$ cat config.mk
export PLATFORM = sky130hd
export DESIGN_NAME = warp_line_coalescer
export DESIGN_NICKNAME = d
export VERILOG_FILES = /design/src/rtl/warp_line_coalescer.sv
export SDC_FILE = /design/constraint.sdc
export NUM_CORES = 2
export LEC_CHECK = 0
export BUFFER_PORTS_ARGS = -buffer_cell sky130_fd_sc_hd__buf_2
export CAP_MARGIN = 0
export CELL_PAD_IN_SITES_DETAIL_PLACEMENT = 1
export CELL_PAD_IN_SITES_GLOBAL_PLACEMENT = 2
export CORE_AREA = 3 3 433 435
export CTS_CLUSTER_SIZE = 10
export DETAILED_ROUTE_END_ITERATION = 8
export DIE_AREA = 0 0 436 438
export PLACE_DENSITY = 0.64
export SKIP_LAST_GASP = 1
export SLEW_MARGIN = 20
export SYNTH_ARGS = -nofsm -noshare
export SYNTH_HDL_FRONTEND = slang
export SYNTH_SLANG_ARGS = --single-unit
$ cat constraint.sdc
create_clock -name clk -period 42.9 [get_ports clk]
set_clock_uncertainty 0.1 [all_clocks]
set_input_delay 8.58 -clock clk [delete_from_list [all_inputs] [get_ports clk]]
set_output_delay 8.58 -clock clk [all_outputs]
set_load 0.02 [all_outputs]
$ cat src/rtl/warp_line_coalescer.sv
module warp_line_coalescer #(
  parameter int LANES      = 32,
  parameter int ADDR_W     = 32,
  parameter int LINE_BYTES = 128,
  localparam int OFS_W     = $clog2(LINE_BYTES),
  localparam int TAG_W     = ADDR_W - OFS_W,
  localparam int LANE_W    = $clog2(LANES)
) (
  input  logic                    clk,
  input  logic                    rst_n,
  input  logic                    in_valid,
  output logic                    in_ready,
  input  logic [LANES-1:0]        in_active,
  input  logic [LANES*ADDR_W-1:0] in_addr,
  output logic                    req_valid,
  input  logic                    req_ready,
  output logic [TAG_W-1:0]        req_line,
  output logic [LANES-1:0]        req_mask,
  output logic                    done
);

  logic             busy_q;
  logic [LANES-1:0] pend_q;
  logic [TAG_W-1:0] tag_q [LANES];
  logic [LANES-1:0] match;
  logic [LANE_W-1:0] lead;
  logic [LANES*OFS_W-1:0] unused_offsets;

  wire accept = in_valid && in_ready;

  assign in_ready  = !busy_q;
  assign req_valid = busy_q && (|pend_q);
  assign done      = busy_q && !(|pend_q);
  assign req_line  = tag_q[lead];
  assign req_mask  = match;

  always_comb begin
    lead = '0;
    for (int i = LANES - 1; i >= 0; i--)
      if (pend_q[i]) lead = LANE_W'(i);
  end

  for (genvar g = 0; g < LANES; g++) begin : g_lane
    assign match[g] = pend_q[g] && (tag_q[g] == tag_q[lead]);
    assign unused_offsets[g*OFS_W +: OFS_W] = in_addr[g*ADDR_W +: OFS_W];

    always_ff @(posedge clk)
      if (accept) tag_q[g] <= in_addr[g*ADDR_W + OFS_W +: TAG_W];
  end

  always_ff @(posedge clk or negedge rst_n) begin
    if (!rst_n) begin
      busy_q <= 1'b0;
      pend_q <= '0;
    end else if (accept) begin
      busy_q <= 1'b1;
      pend_q <= in_active;
    end else if (done) begin
      busy_q <= 1'b0;
    end else if (req_valid && req_ready) begin
      pend_q <= pend_q & ~match;
    end
  end

endmodule

==> tab_implementation.tex <==
\begin{tabular}{lr}
\hline
Metric & Value \\
\hline
\multicolumn{2}{l}{\textbf{Outcome}} \\
Run status & complete, no violations \\
\multicolumn{2}{l}{\textbf{Clock tree}} \\
Maximum clock path buffer count & 3 \\
Library cell used as clock root buffer & clkbuf\_16 \\
Total CTS buffers & 106 \\
Source-to-sink clock delay at the later pin of the worst-skew pair & 810 ps \\
Count of cells resized by post-cts repair & 0 \\
CTS H-tree lvls & 3 \\
Clock transition at path regs & 60 ps \\
Number of sinks on the clock net & 833 \\
Total of hold buffers inserted after clock tree synthesis & 0 \\
Post-CTS setup buffer count & 0 \\
Clock tree from TritonCTS & built \\
\multicolumn{2}{l}{\textbf{Finish}} \\
Area added between synthesis and finish & 22.78\% \\
Nets & 5691 \\
Proportion of layout cells with a drive suffix above 1 & 27.53\% \\
Design Area, Final & 56720 um2 \\
\multicolumn{2}{l}{\textbf{Synth}} \\
Net Count, Synth & 4853 \\
Part of the Yosys area used for sequential elements & 53.78\% \\
Cell variety after synth & 103 \\
Total of flip-flops plus latches after synthesis & 833 \\
Post-Syn Area per Cell & 12.18 um2 \\
Post-Synthesis Cells & 3793 \\
Post-synthesis async set-or-reset flop share & 3.962\% \\
Count of synthesis-stage warnings from yosys & 0 \\
EDFF count, synth & 800 \\
Netlist area before placement & 46200 um2 \\
Leading register cell type out of synthesis & edfxtp\_1 \\
\multicolumn{2}{l}{\textbf{Critical path}} \\
Max stage delay on crit path & 890 ps \\
Number of cells on the worst reg-to-reg path & 16 \\
Endpoint arrival time on the critical path & 9520 ps \\
Worst setup slack for register-to-register paths & 34390 ps \\
Endpoint of the most critical setup path & req\_mask[14] \\
R2r startpoint & pend\_q[1] \\
Critical path launch point type & register \\
Number of buffer and inverter instances along the worst setup path & 4 \\
Endpoint of the worst-slack reg-to-reg timing path & pend\_q[14] \\
Cells along the critical path & or2\_1 > nor4b\_2 > o21ai\_1 > o21ai\_4 > buf\_4 > buf\_4 > buf\_4 > mux2i\_1 > mux2i\_1 > o22a\_1 > nand2\_1 > xnor2\_1 > nor4\_1 > o2111ai\_1 > nor4\_1 > and2\_1 > buf\_2 \\
Sort of element at the end of the critical path & output pin \\
Critical-path cell with the highest stage delay & nor4\_1 \\
Cell family contributing the most delay on the critical path & simple AND/OR/NAND/NOR gates \\
Category of the critical setup timing path & register to output pin \\
Required time at the worst-slack endpoint & 34220 ps \\
Cell repeated most along the worst path & buf\_4 \\
Crit path launch & pend\_q[1] \\
Number of cells on the critical path & 17 \\
CP max FO & 44 \\
\multicolumn{2}{l}{\textbf{Floorplanning}} \\
Total die area & 191000 um2 \\
Io pins & 1120 \\
Starting utilization of the core area & 25.18\% \\
Area of the core & 183500 um2 \\
Die Y-Extent & 438 um \\
Die W & 436 um \\
Number of cell rows & 157 \\
\multicolumn{2}{l}{\textbf{GRT}} \\
Via count of the first global-routing pass & 38680 \\
Global-route total usage across every layer & 28.18\% \\
Total congestion overflow after global routing & 0 \\
Antenna violations before repair & 67 \\
First-pass GRT wire length & 360.5 mm \\
Pin count of the biggest net entering global routing & 162 \\
\multicolumn{2}{l}{\textbf{Placed design}} \\
Post-Place Worst Slack & 25560 ps \\
Number of buffers added on ports & 895 \\
Final estimated routing congestion in global placement & 0.9528 \\
Cell Area, Placed & 53340 um2 \\
Dpl hpwl & 222.6 mm \\
\multicolumn{2}{l}{\textbf{Routing}} \\
Initial DRC Count & 3847 \\
Remaining antenna violation count after routing & 0 \\
Final wirelength & 279.5 mm \\
Drt pass-1 iters & 5 \\
Wire length per cell after detailed routing & 38.91 um \\
Vias post-DR & 38090 \\
Post-detailed-route DRC marker count & 0 \\
Via density per instance & 5.301 \\
\multicolumn{2}{l}{\textbf{Timing}} \\
Achievable Freq & 0.05494 GHz \\
Max-Slew Margin vs Limit & 10.87\% \\
Slew @ Worst Pin & 1327 ps \\
Number of endpoints failing setup at the final stage & 0 \\
Post-route setup TNS & 0 ps \\
Share of the clock period used by the worst path & 42.43\% \\
Crit path setup slack, layout & 24700 ps \\
Minimum clock period & 18200 ps \\
Final hold violations & 0 \\
Pins over their slew limit & 0 \\
Unrepaired setup endpoints after global routing & false \\
\multicolumn{2}{l}{\textbf{Pwr}} \\
Power density of the placed cells & 32.38 nW/um2 \\
Highest ir drop seen on vdd & 30.35 uV \\
Total leakage power & 21.47 nW \\
\multicolumn{2}{l}{\textbf{Run}} \\
Max\_cap viols & 0 \\
\multicolumn{2}{l}{\textbf{Min path}} \\
Worst min-delay path category & register to register \\
\hline
\end{tabular}
-- worst register-to-register path, cell delays in order (launching register included) --
cell and delay, ps:
dfrtp_1 580, or2_1 390, nor4b_2 370, o21ai_1 260
o21ai_4 240, buf_4 730, buf_4 610, buf_4 740
mux2i_1 290, mux2i_1 280, o22a_1 690, nand2_1 740
xnor2_1 370, nor4_1 890, o2111ai_1 430, nor4_1 520
o21ai_0 160
-- where the power goes --
part	leakage, nW	switching [mW]	total [mW]	internal (mW)
logic	12.3	0.0325	0.0596	0.0271
registers	7.61	0.0000000000784	0.891	0.891
clock network	1.60	0.381	0.886	0.505
-- worst min path at each step --
stage                    start          to  slack [ps]  depth (start not counted)
finish              pend_q[12]  pend_q[12]         470                          2
global route        pend_q[12]  pend_q[12]         500                          2
CTS                 pend_q[12]  pend_q[12]         480                          2
detailed placement  pend_q[12]  pend_q[12]         460                          2
global placement    pend_q[12]  pend_q[12]         440                          2
floorplan           pend_q[12]  pend_q[12]         410                          2
-- synthesized netlist by cell type, types with 10 or more instances --
cell,n,area share (%)
or4_1,39,0.63
mux2i_1,306,6.6
nor4_1,87,1.2
a221oi_1,91,1.7
o22ai_1,29,0.39
xnor2_1,263,5.0
o221ai_1,15,0.28
o31ai_1,10,0.16
or2_2,20,0.27
buf_6,31,0.76
a31oi_1,22,0.30
xor2_1,402,7.6
nand2_1,209,1.7
nor3_2,11,0.24
nand2b_1,38,0.51
buf_4,49,0.80
a31o_2,12,0.23
edfxtp_1,800,52
o21ai_0,136,1.5
nand4_1,109,1.5
nand4b_1,19,0.36
a2111oi_0,14,0.27
mux4_2,11,0.54
nand3_1,113,1.2
a22oi_1,65,1.1
clkbuf_1,113,0.92
a211o_1,10,0.19
nor3_1,101,1.1
a2111o_1,15,0.37
a21o_1,20,0.32
and2_1,39,0.53
and3_1,10,0.14
a21oi_1,82,0.89
dfrtp_1,33,1.8
nor2_1,77,0.63
mux2_2,22,0.54
o21ai_1,19,0.21
buf_2,68,0.74
or3_1,82,1.1
inv_1,44,0.36
a211oi_1,12,0.19
-- sequential cells by signal, indices dropped and copies added (netlist names) --
register and flops:
tag_q 800, busy_q 1, pend_q 32
-- area by class of cell --
class / count / area (um2)
Fill cell: 20400 / 126700
Sequential cell: 833 / 24850
Multi-Input combinational cell: 2644 / 19920
Timing Repair Buffer: 1000 / 5330
Tap cell: 2464 / 3083
Clock buffer: 130 / 2785
Clock inverter: 44 / 518.0
Inverter: 46 / 180.2
Antenna cell: 24 / 60.06
-- per-layer routing --
layer | part of all wire, % | wire length (um) | GRT usage (%)
met5 | 0.082 | 230 | 0
met4 | 5.7 | 15980 | 13.62
met3 | 6.1 | 17140 | 4.920
met2 | 48 | 133200 | 47.08
met1 | 40 | 113000 | 35.20
-- through the flow --
| stage | hold WS (ps) | power (mW) | instances | util (%) |
|---|---|---|---|---|
| 6_report | 474.5 | 1.837 | 7185 | 30.92 |
| 5_1_grt | 500.9 | 1.888 | 7165 | 30.89 |
| 4_1_cts | 478.3 | 1.859 | 7161 | 30.87 |
| 3_5_place_dp | 460.2 | 0.9671 | 6987 | 29.07 |
| 3_3_place_gp | 444.3 | 0.9672 | 6987 | 29.07 |
| 2_1_floorplan | 408.7 | 0.9089 | 3793 | - |
-- cells by family after synthesis --
family | count (synthesis) | share of synthesized area, %
mux | 343 | 7.800
simple gates | 985 | 11.76
compound gates | 651 | 10.24
buf+inv | 316 | 3.813
flops | 833 | 53.78
xor+xnor | 665 | 12.61
-- layout by cell type (no fill, tap or decap), types with 14 or more instances in the layout --
cell and count:
a2111o_1 15, a2111oi_0 14, a21o_1 20, a21oi_1 81, a221oi_1 91, a22oi_1 65, a31oi_1 22, and2_1 38
buf_2 895, buf_4 100, clkbuf_1 22, clkbuf_16 108, clkinv_1 16, dfrtp_1 33, diode_2 24, edfxtp_1 800
inv_1 43, mux2_2 22, mux2i_1 305, nand2_1 208, nand2b_1 36, nand3_1 111, nand4_1 109, nand4b_1 19
nor2_1 75, nor3_1 94, nor3_2 16, nor4_1 81, o21ai_0 135, o21ai_1 18, o221ai_1 15, o22ai_1 24
or2_2 20, or3_1 82, or4_1 39, xnor2_1 263, xor2_1 402
Note: power is estimated with default switching activity, not from simulation.
